**config.mk**
```make
export PLATFORM = sky130hd
export DESIGN_NAME = gpio_event_unit
export DESIGN_NICKNAME = d
export VERILOG_FILES = /design/src/rtl/gpev_pkg.sv /design/src/rtl/gpev_sync.sv /design/src/rtl/gpev_regs.sv /design/src/rtl/gpev_status.sv /design/src/rtl/gpio_event_unit.sv
export SDC_FILE = /design/constraint.sdc
export NUM_CORES = 1
export LEC_CHECK = 0
export BUFFER_PORTS_ARGS = -buffer_cell sky130_fd_sc_hd__buf_4
export CORE_MARGIN = 2
export CORE_UTILIZATION = 56
export CTS_BUF_LIST = sky130_fd_sc_hd__clkbuf_4
export DETAILED_ROUTE_END_ITERATION = 16
export PLACE_DENSITY = 0.75
export SLEW_MARGIN = 20
export SYNTH_ARGS = -nofsm -noshare
export SYNTH_HDL_FRONTEND = slang
export SYNTH_SLANG_ARGS = --single-unit
```
**constraint.sdc**
```tcl
create_clock -name clk -period 7.4 [get_ports clk]
set_input_delay 0.37 -clock clk [delete_from_list [all_inputs] [get_ports clk]]
set_output_delay 0.37 -clock clk [all_outputs]
set_load 0.05 [all_outputs]
```
**src/rtl/gpev_pkg.sv**
```systemverilog
package gpev_pkg;

    localparam int          WORD_W      = 32;
    localparam int          REG_ADDR_W  = 8;
    localparam logic [7:0]  STAT_BASE   = 8'h40;
    localparam int          KIND_STRIDE = 12;
    localparam int          NUM_KINDS   = 7;

    typedef enum logic [2:0] {
        K_STAT  = 3'd0,
        K_RISE  = 3'd1,
        K_FALL  = 3'd2,
        K_HIGH  = 3'd3,
        K_LOW   = 3'd4,
        K_ARISE = 3'd5,
        K_AFALL = 3'd6
    } reg_kind_e;

    typedef struct packed {
        logic      hit;
        reg_kind_e kind;
        logic [1:0] word;
    } reg_sel_t;

    typedef struct packed {
        logic rise;
        logic fall;
        logic high;
        logic low;
        logic arise;
        logic afall;
    } det_en_t;

    // Register groups sit KIND_STRIDE bytes apart, one word per bank inside a group.
    function automatic reg_sel_t decode_addr(input logic [REG_ADDR_W-1:0] addr,
                                             input int nbanks);
        reg_sel_t   s;
        logic [7:0] off;
        int         kind;
        int         word;
        s    = '0;
        off  = addr - STAT_BASE;
        kind = int'(off) / KIND_STRIDE;
        word = (int'(off) % KIND_STRIDE) / 4;
        if (addr >= STAT_BASE && addr[1:0] == 2'b00 && kind < NUM_KINDS && word < nbanks) begin
            s.hit  = 1'b1;
            s.kind = reg_kind_e'(kind[2:0]);
            s.word = word[1:0];
        end
        return s;
    endfunction

endpackage

```
**src/rtl/gpev_sync.sv**
```systemverilog
module gpev_sync #(
    parameter int W = 54
) (
    input  logic         clk,
    input  logic         rst,
    input  logic [W-1:0] pin_i,
    output logic [W-1:0] early_o,
    output logic [W-1:0] now_o,
    output logic [W-1:0] last_o
);
    // early_o is the first stage, now_o the settled sample, last_o the one before it.
    always_ff @(posedge clk) begin
        if (rst) begin
            early_o <= '0;
            now_o   <= '0;
            last_o  <= '0;
        end else begin
            early_o <= pin_i;
            now_o   <= early_o;
            last_o  <= now_o;
        end
    end
endmodule

```
**src/rtl/gpev_regs.sv**
```systemverilog
module gpev_regs
    import gpev_pkg::*;
#(
    parameter int NUM_PINS  = 54,
    parameter int NUM_BANKS = 2
) (
    input  logic                  clk,
    input  logic                  rst,
    input  logic                  wr_i,
    input  logic [REG_ADDR_W-1:0] addr_i,
    input  logic [WORD_W-1:0]     wdata_i,
    input  logic [NUM_PINS-1:0]   status_i,
    output det_en_t               en_o [NUM_PINS],
    output logic [NUM_PINS-1:0]   clr_o,
    output logic [WORD_W-1:0]     rdata_o
);
    localparam int PAD_W = NUM_BANKS * WORD_W;
    localparam int NEN   = NUM_KINDS - 1;

    function automatic logic [PAD_W-1:0] impl_mask();
        logic [PAD_W-1:0] m;
        m = '0;
        for (int i = 0; i < NUM_PINS; i++) m[i] = 1'b1;
        return m;
    endfunction

    localparam logic [PAD_W-1:0] IMPL_MASK = impl_mask();

    reg_sel_t         sel;
    logic [PAD_W-1:0] en_q [NEN];
    logic [PAD_W-1:0] stat_pad;
    logic             stat_wr;

    assign sel     = decode_addr(addr_i, NUM_BANKS);
    assign stat_wr = wr_i && sel.hit && sel.kind == K_STAT;

    always_ff @(posedge clk) begin
        if (rst) begin
            for (int k = 0; k < NEN; k++) en_q[k] <= '0;
        end else begin
            for (int k = 0; k < NEN; k++) begin
                if (wr_i && sel.hit && int'(sel.kind) == k + 1)
                    en_q[k][sel.word*WORD_W +: WORD_W] <=
                        wdata_i & IMPL_MASK[sel.word*WORD_W +: WORD_W];
            end
        end
    end

    always_comb begin
        stat_pad = '0;
        stat_pad[NUM_PINS-1:0] = status_i;
    end

    always_comb begin
        rdata_o = '0;
        if (sel.hit) begin
            if (sel.kind == K_STAT)
                rdata_o = stat_pad[sel.word*WORD_W +: WORD_W];
            else
                rdata_o = en_q[int'(sel.kind) - 1][sel.word*WORD_W +: WORD_W];
        end
    end

    for (genvar i = 0; i < NUM_PINS; i++) begin : g_pin
        assign en_o[i].rise  = en_q[int'(K_RISE)  - 1][i];
        assign en_o[i].fall  = en_q[int'(K_FALL)  - 1][i];
        assign en_o[i].high  = en_q[int'(K_HIGH)  - 1][i];
        assign en_o[i].low   = en_q[int'(K_LOW)   - 1][i];
        assign en_o[i].arise = en_q[int'(K_ARISE) - 1][i];
        assign en_o[i].afall = en_q[int'(K_AFALL) - 1][i];
        assign clr_o[i] = stat_wr && (int'(sel.word) == i / WORD_W) && wdata_i[i % WORD_W];
    end
endmodule

```
**src/rtl/gpev_status.sv**
```systemverilog
module gpev_status
    import gpev_pkg::*;
#(
    parameter int NUM_PINS  = 54,
    parameter int NUM_BANKS = 2
) (
    input  logic                 clk,
    input  logic                 rst,
    input  det_en_t              en_i [NUM_PINS],
    input  logic [NUM_PINS-1:0]  early_i,
    input  logic [NUM_PINS-1:0]  now_i,
    input  logic [NUM_PINS-1:0]  last_i,
    input  logic [NUM_PINS-1:0]  clr_i,
    output logic [NUM_PINS-1:0]  status_o,
    output logic [NUM_BANKS-1:0] irq_o
);
    localparam int PAD_W = NUM_BANKS * WORD_W;

    logic [NUM_PINS-1:0] set;
    logic [PAD_W-1:0]    stat_pad;
    logic [PAD_W-1:0]    set_pad;
    logic [PAD_W-1:0]    clr_pad;

    for (genvar i = 0; i < NUM_PINS; i++) begin : g_det
        assign set[i] = (en_i[i].rise  &  now_i[i]   & ~last_i[i])
                      | (en_i[i].fall  & ~now_i[i]   &  last_i[i])
                      | (en_i[i].high  &  now_i[i])
                      | (en_i[i].low   & ~now_i[i])
                      | (en_i[i].arise &  early_i[i] & ~now_i[i])
                      | (en_i[i].afall & ~early_i[i] &  now_i[i]);
    end

    // A detection in the same cycle as a clear keeps the bit set.
    always_ff @(posedge clk) begin
        if (rst) status_o <= '0;
        else     status_o <= (status_o & ~clr_i) | set;
    end

    always_comb begin
        stat_pad = '0;
        set_pad  = '0;
        clr_pad  = '0;
        stat_pad[NUM_PINS-1:0] = status_o;
        set_pad[NUM_PINS-1:0]  = set;
        clr_pad[NUM_PINS-1:0]  = clr_i;
    end

    for (genvar b = 0; b < NUM_BANKS; b++) begin : g_bank
        assign irq_o[b] = |stat_pad[b*WORD_W +: WORD_W];

        a_r10_irq_rise: assert property (@(posedge clk) disable iff (rst)
            $rose(irq_o[b]) |-> |($past(set_pad[b*WORD_W +: WORD_W])));
        a_r10_irq_fall: assert property (@(posedge clk) disable iff (rst)
            $fell(irq_o[b]) |-> |($past(clr_pad[b*WORD_W +: WORD_W])));
    end

    a_r7_w1c_clears: assert property (@(posedge clk) disable iff (rst)
        1'b1 |=> ((status_o & $past(clr_i & ~set)) == '0));
    a_r8_set_wins: assert property (@(posedge clk) disable iff (rst)
        1'b1 |=> (($past(set) & ~status_o) == '0));
    a_r9_hold: assert property (@(posedge clk) disable iff (rst)
        1'b1 |=> (($past(status_o) & ~status_o & ~$past(clr_i)) == '0));
    a_r3_only_on_detect: assert property (@(posedge clk) disable iff (rst)
        1'b1 |=> ((status_o & ~$past(status_o) & ~$past(set)) == '0));
endmodule

```
**src/rtl/gpio_event_unit.sv**
```systemverilog
module gpio_event_unit
    import gpev_pkg::*;
#(
    parameter int NUM_PINS  = 54,
    parameter int NUM_BANKS = (NUM_PINS + 31) / 32
) (
    input  logic                  clk,
    input  logic                  rst,
    input  logic [NUM_PINS-1:0]   pin_i,
    input  logic                  reg_wr,
    input  logic [REG_ADDR_W-1:0] reg_addr,
    input  logic [WORD_W-1:0]     reg_wdata,
    output logic [WORD_W-1:0]     reg_rdata,
    output logic [NUM_BANKS-1:0]  irq_o
);
    logic [NUM_PINS-1:0] early, now, last;
    logic [NUM_PINS-1:0] status, clr;
    det_en_t             en [NUM_PINS];

    gpev_sync #(.W(NUM_PINS)) u_sync (
        .clk(clk), .rst(rst), .pin_i(pin_i),
        .early_o(early), .now_o(now), .last_o(last)
    );

    gpev_regs #(.NUM_PINS(NUM_PINS), .NUM_BANKS(NUM_BANKS)) u_regs (
        .clk(clk), .rst(rst), .wr_i(reg_wr), .addr_i(reg_addr), .wdata_i(reg_wdata),
        .status_i(status), .en_o(en), .clr_o(clr), .rdata_o(reg_rdata)
    );

    gpev_status #(.NUM_PINS(NUM_PINS), .NUM_BANKS(NUM_BANKS)) u_status (
        .clk(clk), .rst(rst), .en_i(en), .early_i(early), .now_i(now), .last_i(last),
        .clr_i(clr), .status_o(status), .irq_o(irq_o)
    );
endmodule

```
# Word-level counts from Yosys, hierarchy flattened
# Memory sizes are Yosys's and may differ from the RTL's.
# Index checks and enable logic that the tools add are counted.
# word_totals
in_bits,97
memories,1
register_bits,216
elab_cells,1867
ramBits,384
# op_classes
shift,5
eq_ne,7
n_div,2
n_lt_le_gt_ge,3
bitwise_logic,1361
n_mux,407
n_reduce_logical,73
n_addsub,4
# memory_table
memory,depth,width,read_ports,rd_clocked_by_memory_dff,write_ports,line_no,source
u_regs.en_q,6,64,7,0,6,gpev_regs.sv:30,logic [PAD_W-1:0] en_q [NEN];
# op_table
op,n
1-bit bitwise OR,654
1-bit bitwise AND,541
1-bit two-way mux,398
64-bit two-way mux,6
1-bit NOT,162
64-bit by 8-bit indexed part select with 32-bit output,2
1-bit logical AND,67
32-bit two-way mux,2
32-bit by 34-bit variable shift with 64-bit output (first input constant),1
32-bit by 34-bit indexed part select with 64-bit output,1
64-bit by 8-bit indexed part select with 32-bit output (first input constant),1
54-bit bitwise AND,1
54-bit NOT,1
54-bit bitwise OR,1
7-bit negation with 34-bit output,1
32-bit by 1-bit adder with 32-bit output,1
32-bit bitwise AND,1
9-bit by 5-bit divider with 32-bit output (second input constant),1
32-bit by 3-bit < comparator with 1-bit output (second input constant),1
32-bit by 4-bit < comparator with 1-bit output (second input constant),1
9-bit by 5-bit remainder unit with 32-bit output (second input constant),1
32-bit OR reduction,1
22-bit OR reduction,1
3-bit == test (second input constant),4
9 further kinds,11

# Logic depth before layout (Yosys ltp)
# Gate-level depths: netlist of run 1.
# depth
depth_word,15
mapped_depth,38
ltp_nobuf,28

# Hierarchy
# From an unflattened synthesis of run 1, not the netlist that was laid out.
# unflattened
cells_unflattened,2973
area_unflattened_um2,31212.4
# by_module_without_submodules
module,cells_each,area_per_inst_um2,seq_area_each_um2,instances
gpev_regs,2121,22308.9,11531.1,1
gpev_sync,342,4844.6,3243.1,1
gpev_status,510,4058.9,1081.0,1

# Worst setup path before layout of run 1
# No wires, ideal clock.
# synth_timing
kind,input-to-output
from,input port reg_addr[6]
to,output port reg_rdata[10]
path_buffers,10
slack_ps,-1275
arrival_ps,8305
path_stages,37
cell_sequence,buf_2 -> buf_2 -> inv_1 -> ha_1 -> buf_6 -> inv_1 -> ha_1 -> buf_2 -> and2_1 -> o32ai_4 -> nand4_1 -> a21o_1 -> o31a_1 -> a211o_1 -> nand2_1 -> xnor2_1 -> ha_1 -> ha_1 -> nor2b_1 -> nand2_1 -> o21bai_1 -> nor3_2 -> and2_4 -> buf_6 -> inv_6 -> buf_8 -> buf_2 -> buf_2 -> ha_1 -> ha_1 -> clkbuf_1 -> and2_1 -> clkbuf_1 -> nand3_1 -> nor2_1 -> or4_1 -> a311oi_1
# synth_via
elab_chain_cells,13
word_cells_on_any_way,20
# synth_rtl
element,line_no,source
from (decl),gpio_event_unit.sv:11,"input logic [REG_ADDR_W-1:0] reg_addr,"
8-bit by 7-bit subtractor with 8-bit output,gpev_pkg.sv:42,off = addr - STAT_BASE;
9-bit by 5-bit remainder unit with 32-bit output,gpev_pkg.sv:44,word = (int'(off) % KIND_STRIDE) / 4;
2-bit OR reduction (no line),-,
1-bit bitwise AND (no line),-,
32-bit by 1-bit adder with 32-bit output (no line),-,
32-bit by 3-bit < comparator with 1-bit output,gpev_pkg.sv:45,if (addr >= STAT_BASE && addr[1:0] == 2'b00 && kind < NUM_KINDS && word < nbanks) begin
1-bit logical AND,gpev_pkg.sv:45,
6-bit two-way mux (*),gpev_pkg.sv:45,
3-bit by 1-bit subtractor with 3-bit output,gpev_regs.sv:60,rdata_o = en_q[int'(sel.kind) - 1][sel.word*WORD_W +: WORD_W];
memory read 6 x 64 bit,-,
64-bit by 8-bit indexed part select with 32-bit output,gpev_regs.sv:60,
32-bit two-way mux,gpev_regs.sv:57,if (sel.kind == K_STAT)
32-bit two-way mux (*),gpev_regs.sv:56,if (sel.hit) begin
to (decl),gpio_event_unit.sv:13,"output logic [WORD_W-1:0] reg_rdata,"
# Mark *: on every way between the ends. The rest lies on a longest branch, timed or not.

# Worst setup path after layout of run 1
# Same ends and word-level chain as after synthesis.

==> out/qor.yml, run 1 <==
outcome:
  outcome: "complete, no violations"
finish:
  drive_above_1_share: 0.192
  multi_input_area_um2: 11300
  register_area_um2: 15900
  fillers: 3673
  area_growth_syn_to_layout_pct: 20.5
  nNetsFinal: 3121
  fin_util: 0.683
  final_cells: 3808
timing:
  min_period_ns: 7.14
  timing.fmax_mhz: 140
  finalCritPeriodShare: 0.965
  setup_slack_ns: 0.257
  finalHoldViolCount: 0
  fin_tns_setup_ns: 0
  relSlewSlack: 0.261
  drv_slew: 0
  skew_ns: 0.0610
  worst_slew_pin_slew_ns: 1.10
  final-setup-viol-count: 0
setup_path:
  r2r_cells: 7
  critPathTopFamily: "simple AND/OR/NAND/NOR gates"
  r2r-start: "u_regs.en_q[0][3]"
  cp_max_fo: 47
  r2r-end: "u_status.status_o[3]"
  worstPathRequired_ns: 7.03
  worstSetupEndpoint: "reg_rdata[10]"
  cp_slowest_cell: "or4_4"
  start_kind: "input pin"
  critPathMaxStageDelay_ns: 0.54
  cp_common_cell: "ha_4"
  ff2ff_setup_slack_ns: 5.71
  end_kind: "output pin"
  criticalPathCategory: "in -> out"
  startpoint: "reg_addr[6]"
  cp.depth: 30
  critPathBufInv: 7
  worstPathArrival_ns: 6.77
synth:
  yosys_warnings: 0
  ys_top_cells_by_count: "edfxtp_1, nand2_1, dfxtp_1, nor2b_1, and2_1"
  synth_area_um2: 27700
  netlist.area_leader.share: 0.416
  synthArstFlopShare: 0
  synth.distinct_cells: 91
  yosysMostFrequentCell: "edfxtp_1"
  syn_avg_cell_area_um2: 10.3
  seq_area_frac_synth: 0.572
  synth-main-ff-cell: "edfxtp_1"
  netlist_instances: 2683
  synth_edf_count: 384
  ys_ff_latch: 600
  synth_largest_area_cell: "edfxtp_1"
  synth_area_leaders: "edfxtp_1, dfxtp_1, nand2_1"
global_routing:
  grt_usage: 0.373
  antenna_found_initial: 3
  grt_pass1_wl_mm: 140
  grt-ovfl-total: 0
  grt_start_max_net_pins: 88
  grt_pass1_vias: 24000
routing:
  drt_iter0_markers: 2994
  first_pass_iters: 8
  drc: 0
  via_per_inst: 6.37
  vias: 24300
  routedWlPerCell_um: 25.0
  totalWireLength_mm: 95.1
  ant_nets: 0
floorplan:
  rows: 81
  dieHeight_um: 227
  die_w_um: 227
  coreArea_um2: 49000
  start_util: 0.567
  die_area_um2: 51300
  pin_count: 131
clock_network:
  cts.clk_slew.worst_paths_ns: 0.07
  cts_buffers: 155
  clock-sinks: 600
  clkLatencyLatePin_ns: 1.05
  clockRootBuffer: "clkbuf_4"
  cts_tree: "yes"
  htree_levels: 4
  clock_path_buffers: 3
placed_design:
  portBuffers: 130
  dpl.cell_count: 3398
  place_ws_ns: -0.184
  gp_congestion: 0.925
  dpl.hpwl_mm: 56.0
job:
  max_cap_viol_count: 0
power_and_ir_drop:
  power_density_nw_per_um2: 233
  power_leakage_nw: 12.3
  ir_drop_uv: 142
worst_hold_path:
  min_path_type: "in -> reg"
## worst register-to-register path: stages (launching register included)
cell and delay, ns:
edfxtp_1 0.38, inv_1 0.12, o22ai_1 0.09, o21ai_0 0.13, o21ai_0 0.10, a21oi_1 0.12, nor2_1 0.05, dlygate4sd3_1 0.58
## layout by cell type, fill, tap and decap left out, types with 72 or more instances in the layout
cell           synthesis  layout
edfxtp_1             384     384
nand2_1              305     304
clkbuf_4               0     241
dfxtp_1              216     216
buf_4                  6     201
nor2b_1              177     176
and2_1               169     166
nor3_1               136     125
o21ai_0              128     125
inv_1                117     115
nor2_1               113     111
dlygate4sd3_1          0     108
a21oi_1              106     106
o22ai_1               75      72
## logic make-up after synthesis
| family | after synthesis | share of synthesized area |
|---|---|---|
| simple gates | 1090 | 0.205 |
| other cells | 2 | 0.000271 |
| xor+xnor | 7 | 0.00316 |
| buf+inv | 333 | 0.0514 |
| compound gates | 601 | 0.146 |
| mux | 35 | 0.0150 |
| flops | 600 | 0.572 |
| fa+ha+maj | 15 | 0.00677 |
## state kept, by name, summed over array words and instances (netlist names)
| signal | cells |
|---|---|
| u_regs.en_q | 384 |
| u_status.status_o | 54 |
| u_sync.early_o | 54 |
| u_sync.last_o | 54 |
| u_sync.now_o | 54 |
## report_power, final
part,switching (mW),leakage [nW],internal [mW]
Sequential,0.125,5.45,3.74
Clock,1.42,1.29,1.70
Combinational,0.527,5.59,0.288
## layer usage
| metal | vias up | part of all wire | wire length (um) | track usage |
|---|---|---|---|---|
| li1 | 10500 | - | - | - |
| met1 | 11500 | 0.36 | 34000 | 0.463 |
| met2 | 1814 | 0.45 | 43100 | 0.579 |
| met3 | 447 | 0.13 | 12200 | 0.103 |
| met4 | 2 | 0.061 | 5790 | 0.232 |
| met5 | - | 0.00017 | 16 | 0 |
## through the flow
stage / hold slack, ns / cell area (um2) / power, mW
after global routing: 0.0858 / 33400 / 8.04
final: 0.0994 / 33400 / 7.79
after detailed placement: 0.463 / 30000 / 4.66
after CTS: 0.0518 / 33300 / 7.77
after floorplan: 0.448 / 28500 / 4.35
after global placement: 0.456 / 30000 / 4.64
## cell type report
| type | instances | area share |
|---|---|---|
| flip-flops and latches | 600 | 0.474 |
| well taps | 664 | 0.0249 |
| inverters | 120 | 0.0138 |
| multi-input cells | 1812 | 0.340 |
| repair buffers | 320 | 0.0826 |
| clock buffers | 241 | 0.0541 |
| clock inverters | 47 | 0.0106 |
| diodes | 4 | 0.000299 |
## timing repair
item,CTS,global route
setup buffers,1,9
resized for setup,4,12
pin swaps,1,4
setup endpoints to repair,5,32
hold buffers,108,0
hold endpoints to repair,473,0
## worst min path at each step
stage,from,end,cells after the start
after global placement,u_sync.now_o[52],u_sync.last_o[52],1
final,pin_i[27],u_sync.early_o[27],3
after detailed placement,u_sync.now_o[18],u_sync.last_o[18],1
after floorplan,u_sync.now_o[0],u_sync.last_o[0],1
after CTS,pin_i[27],u_sync.early_o[27],3
after global routing,pin_i[20],u_sync.early_o[20],3
No activity file was read; power rests on OpenSTA's default activity.
==> run 2, diff against run 1 <==
==> constraint.sdc (replaced) <==
create_clock -name clk -period 7.4 [get_ports clk]
set_input_delay 0.74 -clock clk [delete_from_list [all_inputs] [get_ports clk]]
set_output_delay 0.74 -clock clk [all_outputs]
set_load 0.05 [all_outputs]
==> out/qor.yml, run 2 (synthesized netlist as in run 1, its figures left out) <==
timing:
  min_period_ns: 7.27  # was 7.14 ns
  finalHoldViolCount: 0  # unchanged
  skew_ns: 0.0533  # was 0.0610 ns
  worst_slew_pin_slew_ns: 1.16  # was 1.10 ns
  finalCritPeriodShare: 0.982  # was 0.965
  relSlewSlack: 0.223  # was 0.261
  timing.fmax_mhz: 138  # was 140 MHz
  drv_slew: 0  # unchanged
  final-setup-viol-count: 0  # unchanged
  hold_ws_ns: 0.0713  # was 0.0994 ns
clock_network:
  clockRootBuffer: "clkbuf_4"  # unchanged
  clkLatencyLatePin_ns: 1.04  # was 1.05 ns
  clock_path_buffers: 3  # unchanged
  cts.clk_slew.worst_paths_ns: 0.07  # about the same
  htree_levels: 4  # unchanged
  cts_buffers: 158  # was 155
  clock-sinks: 600  # unchanged
  cts_tree: "yes"  # unchanged
setup_path:
  worstSetupEndpoint: "reg_rdata[21]"  # was reg_rdata[10]
  critPathBufInv: 7  # unchanged
  cp.depth: 31  # was 30
  r2r-end: "u_status.status_o[50]"  # was u_status.status_o[3]
  criticalPathCategory: "in -> out"  # unchanged
  cp_common_cell: "ha_4"  # unchanged
  worstPathArrival_ns: 6.53  # was 6.77 ns
  startpoint: "reg_addr[6]"  # unchanged
  ff2ff_setup_slack_ns: 6.13  # was 5.71 ns
  start_kind: "input pin"  # unchanged
  worstPathRequired_ns: 6.66  # was 7.03 ns
  r2r_cells: 4  # was 7
  critPathTopFamily: "compound AO/OA/AOI/OAI gates"  # was simple AND/OR/NAND/NOR gates
  cp_slowest_cell: "o311a_1"  # was or4_4
  cp_max_fo: 7  # was 47
  critPathMaxStageDelay_ns: 0.36  # was 0.54 ns
  r2r-start: "u_regs.en_q[1][50]"  # was u_regs.en_q[0][3]
  end_kind: "output pin"  # unchanged
global_routing:
  grt_usage: 0.376  # was 0.373
  antenna_found_initial: 5  # was 3
  grt-ovfl-total: 0  # unchanged
  grt_pass1_vias: 23900  # was 24000
  grt_start_max_net_pins: 137  # was 88
  grt_pass1_wl_mm: 141  # was 140 mm
routing:
  first_pass_iters: 8  # unchanged
  vias: 24100  # was 24300
  via_per_inst: 6.35  # was 6.37
  drc: 0  # unchanged
  drt_iter0_markers: 3444  # was 2994
  ant_nets: 0  # unchanged
  routedWlPerCell_um: 25.3  # was 25.0 um
  totalWireLength_mm: 96.1  # was 95.1 mm
finish:
  mostFrequentLayoutCells: "edfxtp_1, nand2_1, clkbuf_4, dfxtp_1, buf_4"  # unchanged
  drive_above_1_share: 0.212  # was 0.192
  final_common_cell: "edfxtp_1"  # unchanged
  regMostFlops: "u_regs.en_q"  # unchanged
  fillers: 3663  # was 3673
  largest_reg_flops: 384  # unchanged
  nNetsFinal: 3102  # was 3121
  fin_util: 0.687  # was 0.683
  area_growth_syn_to_layout_pct: 21.3  # was 20.5%
power_and_ir_drop:
  p_total_mw: 7.79  # about the same
  power_leakage_nw: 12.4  # was 12.3 nW
  ir_drop_uv: 145  # was 142 uV
  power_density_nw_per_um2: 232  # was 233 nW/um2
job:
  max_cap_viol_count: 0  # unchanged
floorplan:
  dieHeight_um: 227  # unchanged
  rows: 81  # unchanged
  die_area_um2: 51300  # unchanged
  die_w_um: 227  # unchanged
  pin_count: 131  # unchanged
  start_util: 0.567  # unchanged
  coreArea_um2: 49000  # unchanged
placed_design:
  portBuffers: 130  # unchanged
  gp_congestion: 0.931  # was 0.925
  dpl.hpwl_mm: 57.6  # was 56.0 mm
outcome:
  outcome: "complete, no violations"  # unchanged
worst_hold_path:
  hold_start: "reg_wdata[31]"  # was pin_i[27]
  min_path_type: "in -> reg"  # unchanged
run 2: cell types whose count changed in the layout (fill, tap and decap cells not counted), sizes merged:
cell,change
dlygate4sd3,-51
diode,+3
bufinv,-2
clkinvlp,-1
inv,-1
buf,+28
clkinv,-2
clkbuf,+12
run 2: worst reg2reg max path, delay by kind of cell, from the launching register on:
family / cells / cell delay, ns
compound gates: 3 / 0.63
flops: 1 / 0.43
simple gates: 1 / 0.06
run 2: layout make-up:
type	instances	area [um2]	area share
Multi-Input combinational cell	1812	11600	0.345
Inverter	120	464	0.0138
Antenna cell	7	17.5	0.000521
Timing Repair Buffer	298	2690	0.0799
Sequential cell	600	15900	0.471
Clock buffer	252	1890	0.0563
Tap cell	664	831	0.0247
Clock inverter	41	279	0.00830
run 2: how the worst min path moves through the flow:
stage          cells after the start                 end
2_1_floorplan                      1    u_sync.last_o[0]
3_3_place_gp                       1    u_sync.last_o[9]
3_5_place_dp                       1   u_sync.last_o[26]
4_1_cts                            2  u_sync.early_o[21]
5_1_grt                            2  u_regs.en_q[5][31]
6_report                           2  u_regs.en_q[5][31]
run 2: repair_timing:
action | 4_1_cts | 5_1_grt
hold buffers | 57 | 0
resized for setup | 9 | 24
pin swaps | 2 | 14
cloned | 0 | 1
buffers inserted | 1 | 15
endpoints found under the hold margin | 62 | 0
endpoints found under the setup margin | 13 | 32
run 2: stage by stage:
step | area [um2] | cells | setup TNS, ns | setup slack, ns
floorplan | 28800 | 2745 | -12.44 | -0.684
global placement | 30600 | 3420 | 0 | 0.0886
detailed placement | 30600 | 3420 | -0.452 | -0.0791
CTS | 33400 | 3771 | 0 | 0.00139
global route | 33600 | 3792 | -0.0146 | -0.0118
finish | 33600 | 3794 | 0 | 0.131
run 2: layer usage:
layer / vias up / wire length (um) / GRT usage
met3: 409 / 12900 / 0.110
met2: 1864 / 43000 / 0.574
met1: 11400 / 34400 / 0.473
met4: 0 / 5750 / 0.233
li1: 10500 / - / -
met5: - / 0 / 0
run 2: report_power, final:
part	internal (mW)	total, mW	switching, mW
logic	0.292	0.833	0.541
clock network	1.69	3.09	1.41
registers	3.74	3.86	0.125
